<file path="src/rtl/spi_tx_pkg.sv">
package spi_tx_pkg;
  typedef enum logic [1:0] {
    SRC_OFF  = 2'd0,
    SRC_FIFO = 2'd1,
    SRC_ZERO = 2'd2,
    SRC_ONE  = 2'd3
  } tx_src_e;

  typedef enum logic [1:0] {
    LANE_X1   = 2'd0,
    LANE_X2   = 2'd1,
    LANE_X4   = 2'd2,
    LANE_RSVD = 2'd3
  } lane_mode_e;

  // access size in bytes for a DMA code
  function automatic logic [2:0] dma_beats(input logic [1:0] code);
    case (code)
      2'd1:    return 3'd1;
      2'd2:    return 3'd2;
      2'd3:    return 3'd4;
      default: return 3'd0;
    endcase
  endfunction
endpackage

</file>
<file path="src/rtl/spi_tx_fifo.sv">
module spi_tx_fifo #(
  parameter int DEPTH = 8,
  parameter int DW    = 8,
  localparam int AW   = $clog2(DEPTH),
  localparam int CW   = AW + 1
) (
  input  logic          clk,
  input  logic          rst,
  input  logic          clr,
  input  logic          push,
  input  logic [DW-1:0] din,
  input  logic          pop,
  output logic [DW-1:0] dout,
  output logic [CW-1:0] count,
  output logic          full,
  output logic          empty
);
  logic [DW-1:0] mem [DEPTH];
  logic [AW-1:0] wr_ptr, rd_ptr;
  logic do_push, do_pop;

  assign full    = (count == CW'(DEPTH));
  assign empty   = (count == '0);
  assign do_push = push && !full;
  assign do_pop  = pop && !empty;
  assign dout    = mem[rd_ptr];

  always_ff @(posedge clk) begin
    if (do_push) mem[wr_ptr] <= din;
  end

  always_ff @(posedge clk) begin
    if (rst || clr) begin
      wr_ptr <= '0;
      rd_ptr <= '0;
      count  <= '0;
    end else begin
      if (do_push) wr_ptr <= wr_ptr + 1'b1;
      if (do_pop)  rd_ptr <= rd_ptr + 1'b1;
      case ({do_push, do_pop})
        2'b10:   count <= count + 1'b1;
        2'b01:   count <= count - 1'b1;
        default: count <= count;
      endcase
    end
  end
endmodule

</file>
<file path="src/rtl/spi_tx_dma.sv">
module spi_tx_dma #(
  parameter int LEN_W = 16,
  parameter int CNT_W = 4
) (
  input  logic             clk,
  input  logic             rst,
  input  logic             clr,
  input  logic             load,
  input  logic [LEN_W-1:0] len,
  input  logic             enable,
  input  logic [2:0]       size,
  input  logic [CNT_W-1:0] free,
  input  logic             ack,
  input  logic             done,
  output logic             req,
  output logic             push
);
  logic [LEN_W-1:0] fetch_left;
  logic [2:0]       beats_left;
  logic             stopped;
  logic             room_ok, len_ok;

  assign push    = req && ack;
  assign room_ok = 32'(free) >= 32'(size);
  assign len_ok  = 32'(fetch_left) >= 32'(size);

  always_ff @(posedge clk) begin
    if (rst || clr) begin
      req        <= 1'b0;
      beats_left <= '0;
      stopped    <= 1'b0;
      fetch_left <= '0;
    end else begin
      if (done) begin
        req        <= 1'b0;
        beats_left <= '0;
        stopped    <= 1'b1;
      end else if (req) begin
        if (ack) begin
          beats_left <= beats_left - 1'b1;
          if (beats_left == 3'd1) req <= 1'b0;
        end
      end else if (enable && !stopped && size != 3'd0 && len_ok && room_ok) begin
        req        <= 1'b1;
        beats_left <= size;
      end
      if (push) fetch_left <= fetch_left - 1'b1;
      if (load) begin
        fetch_left <= len;
        stopped    <= 1'b0;
      end
    end
  end
endmodule

</file>
<file path="src/rtl/spi_tx_serial.sv">
module spi_tx_serial
  import spi_tx_pkg::*;
#(
  parameter int LEN_W = 16
) (
  input  logic             clk,
  input  logic             rst,
  input  logic             clr,
  input  logic             start_ok,
  input  logic [LEN_W-1:0] len,
  input  tx_src_e          src,
  input  lane_mode_e       lanes,
  input  logic             fifo_empty,
  input  logic [7:0]       fifo_dout,
  output logic             pop,
  output logic             active,
  output logic             sck_pulse,
  output logic [3:0]       io_out
);
  logic [LEN_W-1:0] bytes_left;
  logic [3:0]       steps;
  logic [3:0]       steps_per;
  logic [7:0]       sh, sh_next, load_byte;
  logic [3:0]       lane_bits;
  logic             need_byte, from_fifo, load;

  assign need_byte = active && steps == 4'd0 && bytes_left != '0;
  assign from_fifo = (src == SRC_FIFO);
  assign pop       = need_byte && from_fifo && !fifo_empty;
  assign load      = need_byte && (!from_fifo || !fifo_empty);

  always_comb begin
    if (from_fifo)            load_byte = fifo_dout;
    else if (src == SRC_ONE)  load_byte = 8'hFF;
    else                      load_byte = 8'h00;
  end

  always_comb begin
    case (lanes)
      LANE_X2: begin
        steps_per = 4'd4;
        lane_bits = {2'b00, sh[7:6]};
        sh_next   = {sh[5:0], 2'b00};
      end
      LANE_X4: begin
        steps_per = 4'd2;
        lane_bits = sh[7:4];
        sh_next   = {sh[3:0], 4'b0000};
      end
      default: begin
        steps_per = 4'd8;
        lane_bits = {3'b000, sh[7]};
        sh_next   = {sh[6:0], 1'b0};
      end
    endcase
  end

  always_ff @(posedge clk) begin
    if (rst || clr) begin
      active     <= 1'b0;
      bytes_left <= '0;
      steps      <= '0;
      sh         <= '0;
      sck_pulse  <= 1'b0;
      io_out     <= '0;
    end else begin
      sck_pulse <= 1'b0;
      if (start_ok) begin
        active     <= (len != '0);
        bytes_left <= len;
      end else if (active && steps == 4'd0 && bytes_left == '0) begin
        active <= 1'b0;
      end
      if (load) begin
        sh    <= load_byte;
        steps <= steps_per;
      end else if (steps != 4'd0) begin
        sck_pulse <= 1'b1;
        io_out    <= lane_bits;
        sh        <= sh_next;
        steps     <= steps - 1'b1;
        if (steps == 4'd1) bytes_left <= bytes_left - 1'b1;
      end
    end
  end
endmodule

</file>
<file path="src/rtl/spi_tx_lanes.sv">
module spi_tx_lanes
  import spi_tx_pkg::*;
#(
  parameter int FIFO_DEPTH = 8,
  parameter int LEN_W      = 16,
  localparam int CNT_W     = $clog2(FIFO_DEPTH) + 1
) (
  input  logic             clk,
  input  logic             rst,
  input  logic [1:0]       cfg_lanes,
  input  logic [1:0]       cfg_src,
  input  logic [1:0]       cfg_dma,
  input  logic             cfg_rx_on,
  input  logic             buf_clr,
  input  logic             start,
  input  logic [LEN_W-1:0] xfer_len,
  input  logic             fw_wr,
  input  logic [7:0]       fw_data,
  output logic             dma_req,
  input  logic             dma_ack,
  input  logic [7:0]       dma_data,
  input  logic             dma_done,
  output logic             busy,
  output logic             sck_pulse,
  output logic [3:0]       io_out,
  output logic [3:0]       io_oe,
  output logic             cfg_err
);
  lane_mode_e lanes;
  tx_src_e    src;
  logic       wide, bad_cfg, start_ok;
  logic [3:0] oe_next;
  logic [2:0] dma_size;

  logic             dma_push, fifo_push, fifo_pop, fifo_full, fifo_empty;
  logic [7:0]       fifo_din, fifo_dout;
  logic [CNT_W-1:0] fifo_count, fifo_free;

  assign lanes    = lane_mode_e'(cfg_lanes);
  assign src      = tx_src_e'(cfg_src);
  assign wide     = (lanes == LANE_X2) || (lanes == LANE_X4);
  assign bad_cfg  = wide && src != SRC_OFF && cfg_rx_on;
  assign start_ok = start && !busy && !bad_cfg && src != SRC_OFF;
  assign dma_size = dma_beats(cfg_dma);

  always_comb begin
    if (bad_cfg || src == SRC_OFF) oe_next = 4'b0000;
    else if (lanes == LANE_X2)     oe_next = 4'b0011;
    else if (lanes == LANE_X4)     oe_next = 4'b1111;
    else                           oe_next = 4'b0001;
  end

  always_ff @(posedge clk) begin
    if (rst) begin
      io_oe   <= '0;
      cfg_err <= 1'b0;
    end else begin
      io_oe   <= oe_next;
      cfg_err <= bad_cfg;
    end
  end

  // a DMA beat takes the write port; a colliding firmware write is dropped
  assign fifo_push = dma_push || fw_wr;
  assign fifo_din  = dma_push ? dma_data : fw_data;
  assign fifo_free = CNT_W'(FIFO_DEPTH) - fifo_count;

  spi_tx_fifo #(.DEPTH(FIFO_DEPTH), .DW(8)) u_fifo (
    .clk(clk), .rst(rst), .clr(buf_clr),
    .push(fifo_push), .din(fifo_din), .pop(fifo_pop), .dout(fifo_dout),
    .count(fifo_count), .full(fifo_full), .empty(fifo_empty)
  );

  spi_tx_dma #(.LEN_W(LEN_W), .CNT_W(CNT_W)) u_dma (
    .clk(clk), .rst(rst), .clr(buf_clr),
    .load(start_ok), .len(xfer_len),
    .enable(busy && src == SRC_FIFO && !fifo_full),
    .size(dma_size), .free(fifo_free),
    .ack(dma_ack), .done(dma_done), .req(dma_req), .push(dma_push)
  );

  spi_tx_serial #(.LEN_W(LEN_W)) u_ser (
    .clk(clk), .rst(rst), .clr(buf_clr),
    .start_ok(start_ok), .len(xfer_len), .src(src), .lanes(lanes),
    .fifo_empty(fifo_empty), .fifo_dout(fifo_dout), .pop(fifo_pop),
    .active(busy), .sck_pulse(sck_pulse), .io_out(io_out)
  );
endmodule

</file>
<file path="config.mk">
export PLATFORM = sky130hd
export DESIGN_NAME = spi_tx_lanes
export DESIGN_NICKNAME = d
export VERILOG_FILES = /design/src/rtl/spi_tx_pkg.sv /design/src/rtl/spi_tx_fifo.sv /design/src/rtl/spi_tx_dma.sv /design/src/rtl/spi_tx_serial.sv /design/src/rtl/spi_tx_lanes.sv
export SDC_FILE = /design/constraint.sdc
export NUM_CORES = 1
export LEC_CHECK = 0
export BUFFER_PORTS_ARGS = -buffer_cell sky130_fd_sc_hd__buf_2
export CELL_PAD_IN_SITES_DETAIL_PLACEMENT = 2
export CELL_PAD_IN_SITES_GLOBAL_PLACEMENT = 2
export CORE_MARGIN = 5
export CORE_UTILIZATION = 39
export CTS_CLUSTER_DIAMETER = 50
export DETAILED_ROUTE_END_ITERATION = 8
export PLACE_DENSITY_LB_ADDON = 0.2
export SLEW_MARGIN = 20
export SYNTH_ARGS = -nofsm -noshare
export SYNTH_HDL_FRONTEND = slang
export SYNTH_SLANG_ARGS = --single-unit
</file>
<file path="constraint.sdc">
create_clock -name clk -period 4.1 [get_ports clk]
set_clock_uncertainty 0.2 [all_clocks]
set_input_delay 0.41 -clock clk [delete_from_list [all_inputs] [get_ports clk]]
set_output_delay 0.41 -clock clk [all_outputs]
set_load 0.005 [all_outputs]
</file>
# After elaboration in Yosys (flattened, before gate mapping)
# Memory sizes are Yosys's and may differ from the RTL's. A register that Yosys moved wholly into a read port is not among the register bits.
# Index checks and enable logic that the tools add are counted.
# totals
reg_bits	70
mem_bits_rw	64
inputBits	46
out_inout_bits	12
elab_cells	128
mem_count	1
# memory_table
memory	depth	width	read_ports	rd_ports_with_merged_regs	wr	line	source
u_fifo.mem	8	8	1	1	1	spi_tx_fifo.sv:18	logic [DW-1:0] mem [DEPTH];
# classes
add_sub_neg	9
magnitude_cmp	2
eq_ne	13
n_mux	34
bitwise	1
reduce_logical	52
# op_table
operator	n
$mux W16	6
$mux W8	5
$reduce_bool A16 Y1	2
$sub A16 B1 Y16 const B	2
$pmux W4 S2	3
$logic_and A1 B1 Y1	20
$ge A16 B3 Y1	1
$logic_not A16 Y1	1
$pmux W8 S2	1
$mux W3	5
$mux W4	3
$reduce_bool A2 Y1	6
$eq A2 B2 Y1 const B	5
$mux W1	9
$pmux W3 S3	1
$eq A2 B1 Y1 const B	4
$logic_not A4 Y1	2
$reduce_or A2 Y1	4
$sub A4 B1 Y4 const B	2
$add A3 B1 Y3 const B	2
$logic_not A1 Y1	6
$logic_or A1 B1 Y1	5
$add A4 B1 Y4 const B	1
$eq A4 B1 Y1 const B	1
13 further kinds	14

# Depth between registers and ports, before layout
# depth
ltp_word	11
depth_mapped	14
ltp_nobuf	13

# Modules after synthesis
# Synthesis repeated with hierarchy kept, for this count alone.
# hier_totals
hier_cells	631
area_unflattened_um2	7021.7
# by_module_without_submodules
module	instances	cells_per_inst	area_per_inst_um2	seq_area_each_um2
spi_tx_fifo	1	168	3128.0	2182.1
spi_tx_serial	1	269	2124.5	680.7
spi_tx_dma	1	157	1362.6	420.4
spi_tx_lanes	1	37	406.6	80.1

# Worst setup path before layout
# Ideal clock, no wire load.
# synth_timing
path_type	register -> register
start	reg u_ser.bytes_left[4]
end	reg u_fifo.count[2]
setup_ps	70
arrival_time_ps	2957
t_required_ps	3830
setup_slack_ps	872
path_stages_with_launch	14
n_path_buf	2
synth_period_minus_slack_ps	3228
path_cell_list	dfxtp_1 > or4_1 > clkbuf_2 > or3_1 > buf_6 > o211ai_2 > inv_1 > ha_1 > xor2_1 > ha_1 > a21oi_1 > xnor2_1 > or3_1 > a21oi_1
# synth_between
elab_chain_len	7
elab_cells_between_ends	9
cone_classes	eq/ne: 2; mux: 1; reduce/logical: 6
# synth_rtl
element	line	source
from (decl)	spi_tx_serial.sv:20	logic [LEN_W-1:0] bytes_left;
from (signal assigned)	spi_tx_serial.sv:70	bytes_left <= len;
from (signal assigned)	spi_tx_serial.sv:82	if (steps == 4'd1) bytes_left <= bytes_left - 1'b1;
$reduce_bool A16 Y1 (*)	spi_tx_serial.sv:27	assign need_byte = active && steps == 4'd0 && bytes_left != '0;
$logic_and A1 B1 Y1 (*)	spi_tx_serial.sv:27	
$logic_and A1 B1 Y1 (*) (2 in a row)	spi_tx_serial.sv:29	assign pop = need_byte && from_fifo && !fifo_empty;
$logic_and A1 B1 Y1 (*)	spi_tx_fifo.sv:25	assign do_pop = pop && !empty;
named net u_fifo.do_pop	spi_tx_fifo.sv:20	logic do_push, do_pop;
$eq A2 B1 Y1 or $eq A2 B2 Y1 (tied branches)	spi_tx_fifo.sv:40	case ({do_push, do_pop})
$pmux W4 S2 or $reduce_bool A2 Y1 (tied branches)	n/a	
to (signal assigned)	spi_tx_fifo.sv:41	2'b10: count <= count + 1'b1;
to (signal assigned)	spi_tx_fifo.sv:42	2'b01: count <= count - 1'b1;
to (signal assigned)	spi_tx_fifo.sv:43	default: count <= count;
to (decl)	spi_tx_fifo.sv:14	output logic [CW-1:0] count,
# The timed path passes the listed nets; every way through them passes the cells marked *.
# A chain may end at the register's enable or synchronous reset.

# Worst setup path in the final report
# layout_timing
start	reg u_ser.bytes_left[0]
end	reg u_fifo.count[2]
# The elaborated chain is that of the path after synthesis.

==> impl_metrics.tcl <==
set metrics [dict create \
    status "complete, no violations" \
    critPathTopFamily "simple AND/OR/NAND/NOR gates" \
    maxSlewHeadroom 0.330 \
    synth_seq_cells 136 \
    grt_use_met3 0.0453 \
    worst_path_max_delay_cell "or3_1" \
    p_sw_frac 0.297 \
    drv_cap 0 \
    grt_first_pass_wirelength_mm 33.1 \
    core_area_um2 16600 \
    met1_usage 0.275 \
    root_buffer "clkbuf_16" \
    synth.area.top_cells "edfxtp_1 29%, dfxtp_1 22%, mux4_2 5.5%, ha_1 4.4%, nand2_1 3.7%" \
    rrSetupSlack_ps 320 \
    final.period_utilization 0.923 \
    pre_cts_ws_ps 472 \
    synth_top_cell_by_area "edfxtp_1" \
    cp-start-kind "flop" \
    start_util 0.396 \
    nFillCells 1743 \
    async_reset_ff_frac 0 \
    synth_fp_nets 686 \
    period_minus_slack_ps 3780 \
    vias 5178 \
    cpMostUsedCell "ha_1" \
    synth_top_cell_area_share 0.292 \
    syn2layout_area_growth_pct 16.6 \
    dieHeight_um 140 \
    synth_ff_type "dfxtp_1" \
    grt.total_usage 0.219 \
    cts.clk_slew.worst_paths_ps 70 \
    clk_latency_ps 430 \
    grt_max_degree 52 \
    drtIter0Drc 255 \
    dieArea_um2 19500 \
    grt-ovfl-total 0 \
    viasPerCell 5.73 \
    setup_tns_ps 0 \
    syn-cell-area_um2 6570 \
    critPathBufInv 2 \
    antenna_left 0 \
    grt_use_met2 0.377 \
    routabilityCongestion 0.823 \
    end_kind "flop" \
    dp_hpwl_mm 14.5 \
    p_leak_uw 0.00275 \
    rsz0062_at_grt "no" \
    antenna_found_initial 0 \
    ys_seq_area_frac 0.512 \
    fmax_mhz 264 \
    drc 0 \
    antennaDiodeCount 0 \
    slew_violations 0 \
    path_cells "inv_1 -> ha_1 -> or3b_1 -> or3_1 -> o211ai_2 -> inv_1 -> ha_1 -> xor2_1 -> ha_1 -> a21oi_1 -> xnor2_1 -> or3_1 -> a21oi_1" \
    combPwrFrac 0.122 \
    sequentialPowerShare 0.432 \
    final_cells 904 \
    drt_wl_total_mm 20.5 \
    h-tree-depth 4 \
    grt_pass1_vias 5757 \
    arrival_ps 3940 \
    cts_tree "built" \
    power_density_nw_per_um2 450 \
    syn_inst 617 \
    syn-mean-instance-area_um2 10.7 \
    layout-drive-gt1-share 0.203 \
    required_ps 4260 \
    finalSetupViolCount 0 \
    whs_ps 57.5 \
    crit_type "reg -> reg" \
    synth-edff-count 64 \
    cp_max_fo 6 \
    drt_pass1_iterations 4 \
    finalNetCount 740 \
    cts_made_buffers 17 \
    synthTopCellsByCount "72 x dfxtp_1, 64 x edfxtp_1, 64 x nand2_1" \
    rows 47 \
    cts_sinks 136 \
    ir_drop_mv 0.315 \
    finalHoldViolCount 0 \
    grt.busiest_layer "met2" \
    netSwitchingPower_uw 1030 \
    dp_cells 870 \
    worst-slew-pin-transition_ps 1000 \
    p_clk_frac 0.446 \
    io_pins 58 \
    ys_warn_count 0 \
    slowest_delay_ps 490 \
    synth.most_common_cell "dfxtp_1" \
    routedWlPerCell_um 22.7 \
    io_buffer_count 57 \
    p_int_uw 2430 \
    clk_path_buf_depth 2 \
    fin_ws_ps 318 \
    postCtsSetupBuffers 0 \
    die_x_um 140 \
    ys_types 70 \
    hold_path_class "in -> reg" \
]
-- cell families (layout without fill, tap and decap cells) --
logic type,count (synthesis),in the layout,synth area share
compound gates,132,132,0.141
xor+xnor,22,22,0.0293
fa+ha+maj,23,23,0.0438
buf+inv,58,125,0.0400
flops,136,136,0.512
mux,28,28,0.0744
simple gates,218,218,0.160
-- worst min-delay path, stage by stage --
cell and delay (ps):
buf_2 120, nand2_1 60, a21oi_1 50
-- power groups by stage --
stage               logic, uW  clock network (uW)  registers [uW]
global placement          392                   0            1510
CTS                       425                1580            1490
finish                    422                1540            1490
floorplan                 280                   0            1510
detailed placement        416                   0            1520
global route              466                1650            1490
-- per-stage QoR --
stage,area [um^2],utilization,total power [uW]
finish,7660,0.462,3450
global route,7660,0.462,3610
CTS,7660,0.462,3490
detailed placement,7050,0.425,1930
global placement,7050,0.425,1910
floorplan,6570,-,1790
-- timing repair --
action	CTS	global route
hold endpoints to repair	2	0
hold buffers	2	0
gates resized for setup	0	0
-- registers in the layout (all words and copies together) (netlist names), 3 cells and up, named ones only --
| register | flops |
|---|---|
| u_fifo.rd_ptr | 3 |
| u_dma.fetch_left | 16 |
| u_ser.steps | 4 |
| u_dma.beats_left | 3 |
| u_fifo.count | 4 |
| u_fifo.mem | 64 |
| u_ser.sh | 8 |
| u_fifo.wr_ptr | 3 |
| u_ser.bytes_left | 16 |
| u_ser.io_out | 4 |
| io_oe | 3 |
-- path summary, 6_finish.rpt --
kind / start / cells after the start / end
worst max register to register: u_ser.bytes_left[0]$_SDFF_PP0_ / 13 / u_fifo.count[2]$_SDFFE_PP0P_
worst min-delay path: xfer_len[4] / 3 / u_ser.bytes_left[4]$_SDFF_PP0_
worst min register to register: u_ser.io_out[2]$_SDFFE_PP0P_ / 2 / u_ser.io_out[2]$_SDFFE_PP0P_
worst max-delay path: u_ser.bytes_left[0]$_SDFF_PP0_ / 13 / u_fifo.count[2]$_SDFFE_PP0P_
-- placed cells by master, fill, tap and decap left out, types with 4 or more instances in the layout --
cell type	synthesis	final
o311ai_0	4	4
a211oi_1	19	19
inv_8	0	7
o21ai_0	27	27
mux2i_1	5	5
a31oi_1	8	8
buf_4	2	10
ha_1	23	23
nor4_1	11	11
o211ai_1	9	9
a22oi_1	4	4
nand2_1	64	64
xor2_1	14	14
edfxtp_1	64	64
o21a_1	5	5
a21oi_1	23	23
nand3_1	17	17
mux4_2	16	16
dfxtp_1	72	72
inv_6	0	4
xnor2_1	8	8
inv_1	24	24
clkbuf_16	0	17
or3_1	6	6
nand2b_1	6	6
nor2_1	60	60
nor3_1	20	18
buf_2	3	57
mux2_2	7	7
nor3b_1	6	5
-- per-layer routing --
metal | vias to the layer above | part of all wire | wire length (um)
met5 | - | 0 | 0
met4 | 0 | 0.016 | 337
met3 | 23 | 0.042 | 857
met2 | 87 | 0.51 | 10500
met1 | 2655 | 0.43 | 8850
li1 | 2413 | - | -
-- cell type report --
type | instances | area, um^2 | area share
tap | 220 | 275 | 0.0359
inverter | 24 | 90.1 | 0.0118
clock inverter | 15 | 170 | 0.0222
multi-input combinational | 423 | 2960 | 0.386
sequential | 136 | 3360 | 0.439
timing repair buffer | 69 | 380 | 0.0496
clock buffer | 17 | 425 | 0.0555
No activity file was read; power rests on OpenSTA's default activity.
